## src/rtl/adc_scan_pkg.sv

```systemverilog
// Shared constants, state type and command-word builder for the scan master.
// Assumes a 16-bit exchange: 4 header bits then a 12-bit result.
package adc_scan_pkg;
    localparam int FRAME_LEN = 16;
    localparam int HDR_LEN   = 4;
    localparam int RES_W     = FRAME_LEN - HDR_LEN;
    localparam int ADDR_W    = 3;
    localparam int CMD_LEN   = 8;
    localparam int ADDR_LSB  = 3;

    typedef enum logic [1:0] {
        ST_IDLE,
        ST_XFER,
        ST_HOLD
    } scan_st_e;

    // Builds the outgoing word: input code at command-byte bits 5:3, zeros elsewhere.
    function automatic logic [FRAME_LEN-1:0] cmd_word(input logic [ADDR_W-1:0] code);
        logic [FRAME_LEN-1:0] w;
        w = '0;
        w[FRAME_LEN-CMD_LEN+ADDR_LSB +: ADDR_W] = code;
        return w;
    endfunction
endpackage

```

## src/rtl/scan_sclk_div.sv

```systemverilog
// Half-period timer for the serial clock. Emits one tick every half_div system
// clocks while enabled; a setting of 0 is treated as 1. Restarts when disabled.
module scan_sclk_div #(
    parameter int DIV_W = 8
) (
    input  logic             clk,
    input  logic             rst_n,
    input  logic             en,
    input  logic [DIV_W-1:0] half_div,
    output logic             tick
);
    logic [DIV_W-1:0] cnt_q;
    logic [DIV_W-1:0] half_eff;

    // Clamp the half-period to at least one clock.
    assign half_eff = (half_div == '0) ? DIV_W'(1) : half_div;
    assign tick     = en && (cnt_q == half_eff - DIV_W'(1));

    // Count system clocks within the current half-period.
    always_ff @(posedge clk) begin
        if (!rst_n || !en)
            cnt_q <= '0;
        else if (tick)
            cnt_q <= '0;
        else
            cnt_q <= cnt_q + DIV_W'(1);
    end

    // the counter never runs past the programmed half-period.
    assert_cnt_in_range_R2: assert property (@(posedge clk) disable iff (!rst_n)
        en |-> cnt_q < half_eff);
endmodule

```

## src/rtl/scan_chan_pick.sv

```systemverilog
// Picks the next enabled input after cur, ascending with wrap-around.
// Assumes cur < NUM_CH; returns cur when only cur is enabled or mask is empty.
module scan_chan_pick #(
    parameter int NUM_CH = 7,
    parameter int ADDR_W = 3
) (
    input  logic [ADDR_W-1:0] cur,
    input  logic [NUM_CH-1:0] mask,
    output logic [ADDR_W-1:0] nxt,
    output logic              any_en
);
    // Scan offsets from far to near so the nearest enabled input wins.
    always_comb begin
        nxt = cur;
        for (int k = NUM_CH; k >= 1; k--) begin
            int s;
            s = int'(cur) + k;
            if (s >= NUM_CH)
                s = s - NUM_CH;
            if (mask[s])
                nxt = ADDR_W'(s);
        end
    end

    assign any_en = |mask;
endmodule

```

## src/rtl/adc_scan_master.sv

```systemverilog
// Host-side scan master for a 16-clock serial converter exchange.
// Sends the next input code while receiving the current result; tags each
// result with the code sent one frame earlier. Assumes the converter powers
// up pointing at code 0 and idles SCLK high with CS high.
module adc_scan_master
    import adc_scan_pkg::*;
#(
    parameter int NUM_CH = 7,
    parameter int DIV_W  = 8
) (
    input  logic              clk,
    input  logic              rst_n,
    input  logic              run,
    input  logic [NUM_CH-1:0] chan_mask,
    input  logic [DIV_W-1:0]  half_div,
    output logic              sclk,
    output logic              cs_n,
    output logic              mosi,
    input  logic              miso,
    output logic              res_valid,
    input  logic              res_ready,
    output logic [RES_W-1:0]  res_data,
    output logic [ADDR_W-1:0] res_chan,
    output logic              frame_err
);
    localparam int CNT_W = $clog2(FRAME_LEN + 1);
    localparam logic [CNT_W-1:0] LAST_BIT = CNT_W'(FRAME_LEN - 1);

    scan_st_e             st_q;
    logic                 cs_n_q, sclk_q;
    logic [FRAME_LEN-1:0] tx_q, rx_q, rx_next;
    logic [CNT_W-1:0]     bit_q;
    logic [ADDR_W-1:0]    addr_q, tag_q, nxt_addr;
    logic                 any_en, tick, launch;
    logic                 res_valid_q, err_q;
    logic [RES_W-1:0]     res_data_q;
    logic [ADDR_W-1:0]    res_chan_q;

    scan_sclk_div #(.DIV_W(DIV_W)) u_div (
        .clk(clk), .rst_n(rst_n), .en(st_q == ST_XFER),
        .half_div(half_div), .tick(tick)
    );

    scan_chan_pick #(.NUM_CH(NUM_CH), .ADDR_W(ADDR_W)) u_pick (
        .cur(addr_q), .mask(chan_mask), .nxt(nxt_addr), .any_en(any_en)
    );

    // Shift register input after the current sample.
    assign rx_next = {rx_q[FRAME_LEN-2:0], miso};

    // A frame starts from idle with an empty slot, or straight after a frame
    // when the fresh result is taken in the same cycle.
    assign launch = run && any_en &&
                    (((st_q == ST_IDLE) && !res_valid_q) ||
                     ((st_q == ST_HOLD) && res_ready));

    // Frame sequencing, serial shifting and result capture.
    always_ff @(posedge clk) begin
        if (!rst_n) begin
            st_q        <= ST_IDLE;
            cs_n_q      <= 1'b1;
            sclk_q      <= 1'b1;
            tx_q        <= '0;
            rx_q        <= '0;
            bit_q       <= '0;
            addr_q      <= '0;
            tag_q       <= '0;
            res_valid_q <= 1'b0;
            res_data_q  <= '0;
            res_chan_q  <= '0;
            err_q       <= 1'b0;
        end else begin
            if (res_valid_q && res_ready)
                res_valid_q <= 1'b0;
            if (launch) begin
                st_q   <= ST_XFER;
                cs_n_q <= 1'b0;
                tx_q   <= cmd_word(nxt_addr);
                addr_q <= nxt_addr;
                tag_q  <= addr_q;
                bit_q  <= '0;
            end else begin
                case (st_q)
                    ST_XFER: if (tick) begin
                        if (sclk_q) begin
                            sclk_q <= 1'b0;
                            if (bit_q != '0)
                                tx_q <= {tx_q[FRAME_LEN-2:0], 1'b0};
                        end else begin
                            sclk_q <= 1'b1;
                            rx_q   <= rx_next;
                            bit_q  <= bit_q + CNT_W'(1);
                            if (bit_q == LAST_BIT) begin
                                st_q        <= ST_HOLD;
                                res_valid_q <= 1'b1;
                                res_data_q  <= rx_next[RES_W-1:0];
                                res_chan_q  <= tag_q;
                                if (rx_next[FRAME_LEN-1 -: HDR_LEN] != '0)
                                    err_q <= 1'b1;
                            end
                        end
                    end
                    ST_HOLD: begin
                        st_q   <= ST_IDLE;
                        cs_n_q <= 1'b1;
                    end
                    default: ;
                endcase
            end
        end
    end

    assign sclk      = sclk_q;
    assign cs_n      = cs_n_q;
    assign mosi      = tx_q[FRAME_LEN-1];
    assign res_valid = res_valid_q;
    assign res_data  = res_data_q;
    assign res_chan  = res_chan_q;
    assign frame_err = err_q;

    // serial clock rests high whenever the select is high.
    assert_sclk_idle_high_R2: assert property (@(posedge clk) disable iff (!rst_n)
        cs_n |-> sclk);
    // data-out is steady across every rising serial edge.
    assert_mosi_stable_rise_R3: assert property (@(posedge clk) disable iff (!rst_n)
        $rose(sclk) |-> $stable(mosi));
    // the address register never holds the grounded code or an absent input.
    assert_no_gnd_code_R5: assert property (@(posedge clk) disable iff (!rst_n)
        (st_q == ST_XFER) |-> (addr_q != 3'b111) && (int'(addr_q) < NUM_CH));
    // an unaccepted result is held unchanged.
    assert_result_held_R8: assert property (@(posedge clk) disable iff (!rst_n)
        (res_valid && !res_ready) |=> res_valid && $stable(res_data) && $stable(res_chan));
    // the select is high while a result waits beyond its first cycle.
    assert_cs_high_stall_R8: assert property (@(posedge clk) disable iff (!rst_n)
        (res_valid && $past(res_valid && !res_ready)) |-> cs_n);
    // the framing error flag never clears outside reset.
    assert_err_sticky_R10: assert property (@(posedge clk) disable iff (!rst_n)
        frame_err |=> frame_err);
endmodule

```

## config.mk

```make
export PLATFORM = sky130hd
export DESIGN_NAME = adc_scan_master
export DESIGN_NICKNAME = d
export VERILOG_FILES = /design/src/rtl/adc_scan_pkg.sv /design/src/rtl/scan_sclk_div.sv /design/src/rtl/scan_chan_pick.sv /design/src/rtl/adc_scan_master.sv
export SDC_FILE = /design/constraint.sdc
export NUM_CORES = 1
export LEC_CHECK = 0
export BUFFER_PORTS_ARGS = -buffer_cell sky130_fd_sc_hd__buf_4
export CAP_MARGIN = 20
export CELL_PAD_IN_SITES_DETAIL_PLACEMENT = 0
export CELL_PAD_IN_SITES_GLOBAL_PLACEMENT = 2
export CORE_MARGIN = 3
export CORE_UTILIZATION = 33
export CTS_CLUSTER_SIZE = 14
export DETAILED_ROUTE_END_ITERATION = 12
export PLACE_DENSITY = 0.83
export SYNTH_ARGS = -nofsm -noshare
export SYNTH_HDL_FRONTEND = slang
export SYNTH_SLANG_ARGS = --single-unit
export TNS_END_PERCENT = 30
```

## constraint.sdc

```tcl
create_clock -name clk -period 3.4 [get_ports clk]
set_input_delay 0.51 -clock clk [delete_from_list [all_inputs] [get_ports clk]]
set_output_delay 0.51 -clock clk [all_outputs]
set_load 0.01 [all_outputs]
```

# Yosys cells after proc, flatten, opt, wreduce, memory -nomap -nowiden
# Index checks and enable logic that the tools add are counted.
dict set report classes {
  add_sub_neg 17
  order_cmp 14
  eq_ne 10
  n_mux 55
  bitwise 3
  n_reduce_logical 34
}
# operator n
set op_table {}
lappend op_table {{$ge 32x4->1 const B} 7}
lappend op_table {{$lt 32x5->1 const B} 7}
lappend op_table {{$mux 32} 7}
lappend op_table {{$sub 32x4->32 const B} 7}
lappend op_table {{$mux 14} 5}
lappend op_table {{$mux 1} 24}
lappend op_table {{$bmux 1 s3} 7}
lappend op_table {{$mux 3} 7}
lappend op_table {{$reduce_and 4->1} 5}
lappend op_table {{$add 3x3->4 const B} 4}
lappend op_table {{$reduce_bool 2->1} 6}
lappend op_table {{$ne 3x3->1 const B} 3}
lappend op_table {{$add 3x2->4 const B} 2}
lappend op_table {{$add 8x1->8 const B} 1}
lappend op_table {{$eq 8x8->1} 1}
lappend op_table {{$logic_not 8->1} 1}
lappend op_table {{$mux 8} 1}
lappend op_table {{$sub 8x1->8 const B} 1}
lappend op_table {{$reduce_or 7->1} 1}
lappend op_table {{$logic_and 1x1->1} 6}
lappend op_table {{$mux 2} 3}
lappend op_table {{$ne 2x2->1 const B} 3}
lappend op_table {{$reduce_and 3->1} 2}
lappend op_table {{$reduce_and 6->1} 1}
lappend op_table {{other kinds (15)} 21}
dict set report word_totals {
  ff_bits 60
  in_bits 20
  output_inout_bits 20
  word_cells 148
}

# Logic depth before layout (Yosys ltp)
dict set report logic_depth {
  depth_word 14
  mapped_depth 15
  ltp_nobuf 12
}

# Modules after synthesis
# A second synthesis with hierarchy kept.
dict set report unflattened {
  cells_unflattened 531
  area_unflattened_um2 4489.3
}
# module instances cells_each area_each_um2 seq_area_each_um2
set modules_own_cells {}
lappend modules_own_cells {adc_scan_master 1 230 2068.2 1041.0}
lappend modules_own_cells {scan_chan_pick 1 236 1838.0 0.0}
lappend modules_own_cells {scan_sclk_div 1 65 583.1 160.2}

# Least setup slack after synthesis
# Ideal clock, no wire load.
dict set report synth_timing {
  kind {register to register}
  from {register addr_q[0]}
  to {register addr_q[1]}
  setup_ps 138
  t_arrival_ps 3142
  required_ps 3262
  setup_slack_ps 120
  stages_incl_launch_ff 14
  path_buffers 3
  period_less_slack_ps 3280
  path_cell_list {dfxtp_1 -> buf_2 -> buf_2 -> clkinv_1 -> ha_1 -> buf_4 -> mux2i_1 -> a2111oi_1 -> nor4_1 -> a22oi_1 -> a21o_1 -> a31oi_1 -> o311ai_1 -> o211ai_1}
}
dict set report synth_via {
  elab_chain_len 13
  elab_cells_between_ends 56
  classes_between {14 x add/sub; 7 x order compare; 35 x mux}
}
# item line
set synth_lines {}
lappend synth_lines {{start: declaration} adc_scan_master.sv:33} ;# logic [ADDR_W-1:0] addr_q, tag_q, nxt_addr;
lappend synth_lines {{start signal: assignment} adc_scan_master.sv:79} ;# addr_q <= nxt_addr;
lappend synth_lines {{$add 3x3->4} scan_chan_pick.sv:17} ;# s = int'(cur) + k;
lappend synth_lines {{$sub 32x4->32 / $ge 32x4->1 (equally long branches)} {scan_chan_pick.sv:19, scan_chan_pick.sv:18}}
lappend synth_lines {{$mux 32} scan_chan_pick.sv:18} ;# if (s >= NUM_CH)
lappend synth_lines {{$bmux 1 s3} scan_chan_pick.sv:20} ;# if (mask[s])
lappend synth_lines {{$mux 1 (not written as such) (2 in series)} scan_chan_pick.sv:20}
lappend synth_lines {{$mux 3 (6 in series)} scan_chan_pick.sv:20}
lappend synth_lines {{$mux 3 (*)} scan_chan_pick.sv:20}
# Mark *: on every way between the ends. The rest lies on a longest branch, timed or not. The select of a mux whose other input is x is not followed.
# A chain may end at the register's enable or synchronous reset.

# Worst setup path after layout
dict set report layout_timing {
  from {register addr_q[1]}
  to {register tx_q[12]}
}
dict set report layout_via {
  elab_chain_len 14
  elab_cells_between_ends 57
  classes_between {14 x add/sub; 7 x order compare; 36 x mux}
}
# item line
set layout_lines {}
lappend layout_lines {{$add 3x3->4} scan_chan_pick.sv:17}
lappend layout_lines {{$sub 32x4->32 / $ge 32x4->1 (equally long branches)} {scan_chan_pick.sv:19, scan_chan_pick.sv:18}}
lappend layout_lines {{$mux 32} scan_chan_pick.sv:18}
lappend layout_lines {{$bmux 1 s3} scan_chan_pick.sv:20}
lappend layout_lines {{$mux 1 (not written as such) (2 in series)} scan_chan_pick.sv:20}
lappend layout_lines {{$mux 3 (6 in series)} scan_chan_pick.sv:20}
lappend layout_lines {{$mux 3 (*)} scan_chan_pick.sv:20}
lappend layout_lines {{$mux 14 (*)} adc_scan_master.sv:75} ;# if (launch) begin
lappend layout_lines {{end signal: assignment} adc_scan_master.sv:78} ;# tx_q <= cmd_word(nxt_addr);
lappend layout_lines {{end signal: assignment} adc_scan_master.sv:88} ;# tx_q <= {tx_q[FRAME_LEN-2:0], 1'b0};
lappend layout_lines {{end: declaration} adc_scan_master.sv:31} ;# logic [FRAME_LEN-1:0] tx_q, rx_q, rx_next;
# Marked as above.

==> impl_metrics.ini <==
[finish]
area_growth_syn_to_layout_pct = 21.4
register_area_mm2 = 0.00120
final_nets = 652
fin_cells = 795
multi_input_area_mm2 = 0.00307
post-route-cell-area_mm2 = 0.00547
fillCellCount = 1339
antennaDiodeCount = 0
drive_gt1_frac = 0.176

[floorplan]
die_h_um = 123
pin_count = 40
start_util = 0.339
die-area_mm2 = 0.0151
core_mm2 = 0.0133
rows = 42
die_width_um = 123

[pwr]
swShare = 0.453
clkPwrFrac = 0.180
power_per_cell_area_mw_per_mm2 = 942
pwr-share-seq = 0.148
comb_power_share = 0.671
p_leak_nw = 2.26
ir_drop_v = 0.000371
p_int_mw = 2.82
p_sw_mw = 2.33

[yosys]
synth_edf_count = 0
synth_cell_types = 74
synthCells = 565
synth-seq-cells = 60
yosysTopAreaCellShare = 0.267
synth_nets = 602
yosys-top-cells-area = dfxtp_1 27%, mux2i_1 12%, nor2_1 6.0%, ha_1 4.4%, xnor2_1 3.3%
synth_ff_type = dfxtp_1
seq_area_frac_synth = 0.267
yosys_warnings = 0
synth_most_common_cell = nor2_1
avgSynthCellArea_um2 = 7.97
yosysTopAreaCell = dfxtp_1
synthTopCellsByCount = 72 x nor2_1, 60 x dfxtp_1, 53 x mux2i_1, 34 x nand2_1, 28 x a21oi_1
syn-cell-area_mm2 = 0.00451
synth-async-reset-ratio = 0

[routing]
first_pass_iters = 5
dr_total_vias = 4359
initialDrtViolationCount = 324
drc = 0
met3WireLength_um = 700
ant_nets = 0
viasPerCell = 5.48
routed_wl_um = 12700
wl_met2_um = 5790
wl_per_cell_um = 15.9
top_layer = met4
met1Wirelength_um = 5900

[cts]
cts_buffer_depth = 2
cts.clk_slew.worst_paths_ns = 0.05
cts.sinks = 60
cts_root_buffer = clkbuf_16
htree_levels = 3
cts_tree = done
clk_latency_ns = 0.32
post-cts-setup-buffers = 0
cts_buffers = 9
hold_buffers = 0

[status]
status = finished clean

[min_path]
hold_class = in -> reg
min_delay_path_depth = 2

[timing]
slew_viol_final = 0
clock_skew_ns = 0.00596
max_freq_mhz = 315
rsz0062_at_grt = false
setup_viol = 0
fin_setup_tns_ns = 0
slew_headroom = 0.587
hold_viol_final = 0
post-route-period-util = 0.934
tightest_slew_ns = 0.612
fin_crit_ns = 3.18

[worst_setup_path]
cp-start-kind = flip-flop
worst-endpoint-required_ns = 3.59
endpoint_kind = flip-flop
path_max_fanout = 11
arrival_ns = 3.36
crit_type = reg -> reg
reg2regPathDepth = 12

[global_route]
grt_max_degree = 40
grt_first_pass_wirelength_um = 21100
grt_pass1_vias = 4238
grt_remaining_overflow = 0
antenna_found_initial = 0
grtUsageTotal = 0.174

[placement]
place_inst = 780
gp_congestion = 0.894
io_buffers = 39
dpl.hpwl_um = 9090
placed_cell_area_mm2 = 0.00514

[flow_run]
cap_violations = 0
sequential cells by signal (all words and copies together) (netlist names), 2 cells and up:
| name | flops |
|---|---|
| bit_q | 5 |
| addr_q | 3 |
| tx_q | 5 |
| res_data | 12 |
| u_div.cnt_q | 8 |
| st_q | 2 |
| tag_q | 3 |
| res_chan | 3 |
| rx_q | 15 |
cell type report:
| class | instances | area share |
|---|---|---|
| clock buffers | 10 | 0.0419 |
| clock inverters | 5 | 0.0142 |
| inverters | 21 | 0.0144 |
| multi-input cells | 445 | 0.560 |
| flip-flops and latches | 60 | 0.220 |
| well taps | 176 | 0.0403 |
| repair buffers | 78 | 0.109 |
power groups by stage:
| stage | logic, mW | registers [mW] | clock network (mW) |
|---|---|---|---|
| after floorplan | 2.32 | 0.788 | 0 |
| after global placement | 3.36 | 0.777 | 0 |
| after detailed placement | 3.34 | 0.778 | 0 |
| after CTS | 3.36 | 0.764 | 0.956 |
| after global routing | 3.80 | 0.770 | 0.998 |
| final | 3.46 | 0.765 | 0.930 |
routing by layer:
metal	vias to the layer above	track usage
met3	23	0.0304
li1	2148	-
met5	-	0
met1	2058	0.235
met4	0	0.0672
met2	130	0.277
critical path, cell delays in order, from the launching register on:
cell and delay, ns:
dfxtp_1 0.36, inv_1 0.07, buf_4 0.19, ha_1 0.23, xnor2_1 0.37, a21oi_1 0.12, a2111oi_0 0.55, o21ai_0 0.21
nand2_1 0.19, o221ai_1 0.14, o311ai_1 0.36, buf_4 0.18, o211ai_1 0.07
worst paths after layout:
| check | startpoint | slack [ns] | end |
|---|---|---|---|
| worst max-delay path | addr_q[1] | 0.22 | tx_q[12] |
| worst max register to register | addr_q[1] | 0.22 | tx_q[12] |
| worst min-delay path | rst_n | 0.42 | cs_n |
| worst min register to register | frame_err | 0.47 | frame_err |
logic make-up (layout without fill, tap and decap cells):
logic type | count (synthesis) | in the layout | synth area share
AO/OA/AOI/OAI | 128 | 128 | 0.199
XOR/XNOR | 24 | 24 | 0.0467
buffers and inverters | 60 | 114 | 0.0575
multiplexers | 58 | 58 | 0.133
adder cells (fa/ha/maj) | 17 | 17 | 0.0489
flip-flops | 60 | 60 | 0.267
AND/OR/NAND/NOR | 218 | 218 | 0.249
cell usage in the layout (no fill, tap or decap), types with 7 or more instances in the layout:
cell,netlist,final
a21o_1,9,9
a21oi_1,28,27
a31oi_1,8,8
and2_1,7,7
buf_4,1,77
clkbuf_16,0,9
dfxtp_1,60,60
ha_1,16,16
inv_1,19,19
mux2i_1,53,53
nand2_1,34,34
nand2b_1,14,14
nand3_1,20,20
nand4_1,11,11
nor2_1,72,72
nor2b_1,13,13
nor3_1,10,10
o21ai_0,21,21
xnor2_1,17,17
xor2_1,7,7
stage by stage:
stage | power, mW | setup WS, ns | utilization | hold WS [ns]
detailed placement | 4.12 | 0.154 | 0.387 | 0.462
global placement | 4.13 | 0.142 | 0.387 | 0.460
global route | 5.56 | 0.0334 | 0.411 | 0.417
CTS | 5.08 | 0.145 | 0.410 | 0.409
finish | 5.15 | 0.223 | 0.411 | 0.425
floorplan | 3.10 | 0.120 | - | 0.441
timing repair:
| item | in CTS | in global routing |
|---|---|---|
| endpoints found under the hold margin | 0 | 0 |
| gates resized for setup | 0 | 4 |
| setup endpoints to repair | 0 | 4 |
Power figures use the tool's default switching activity.
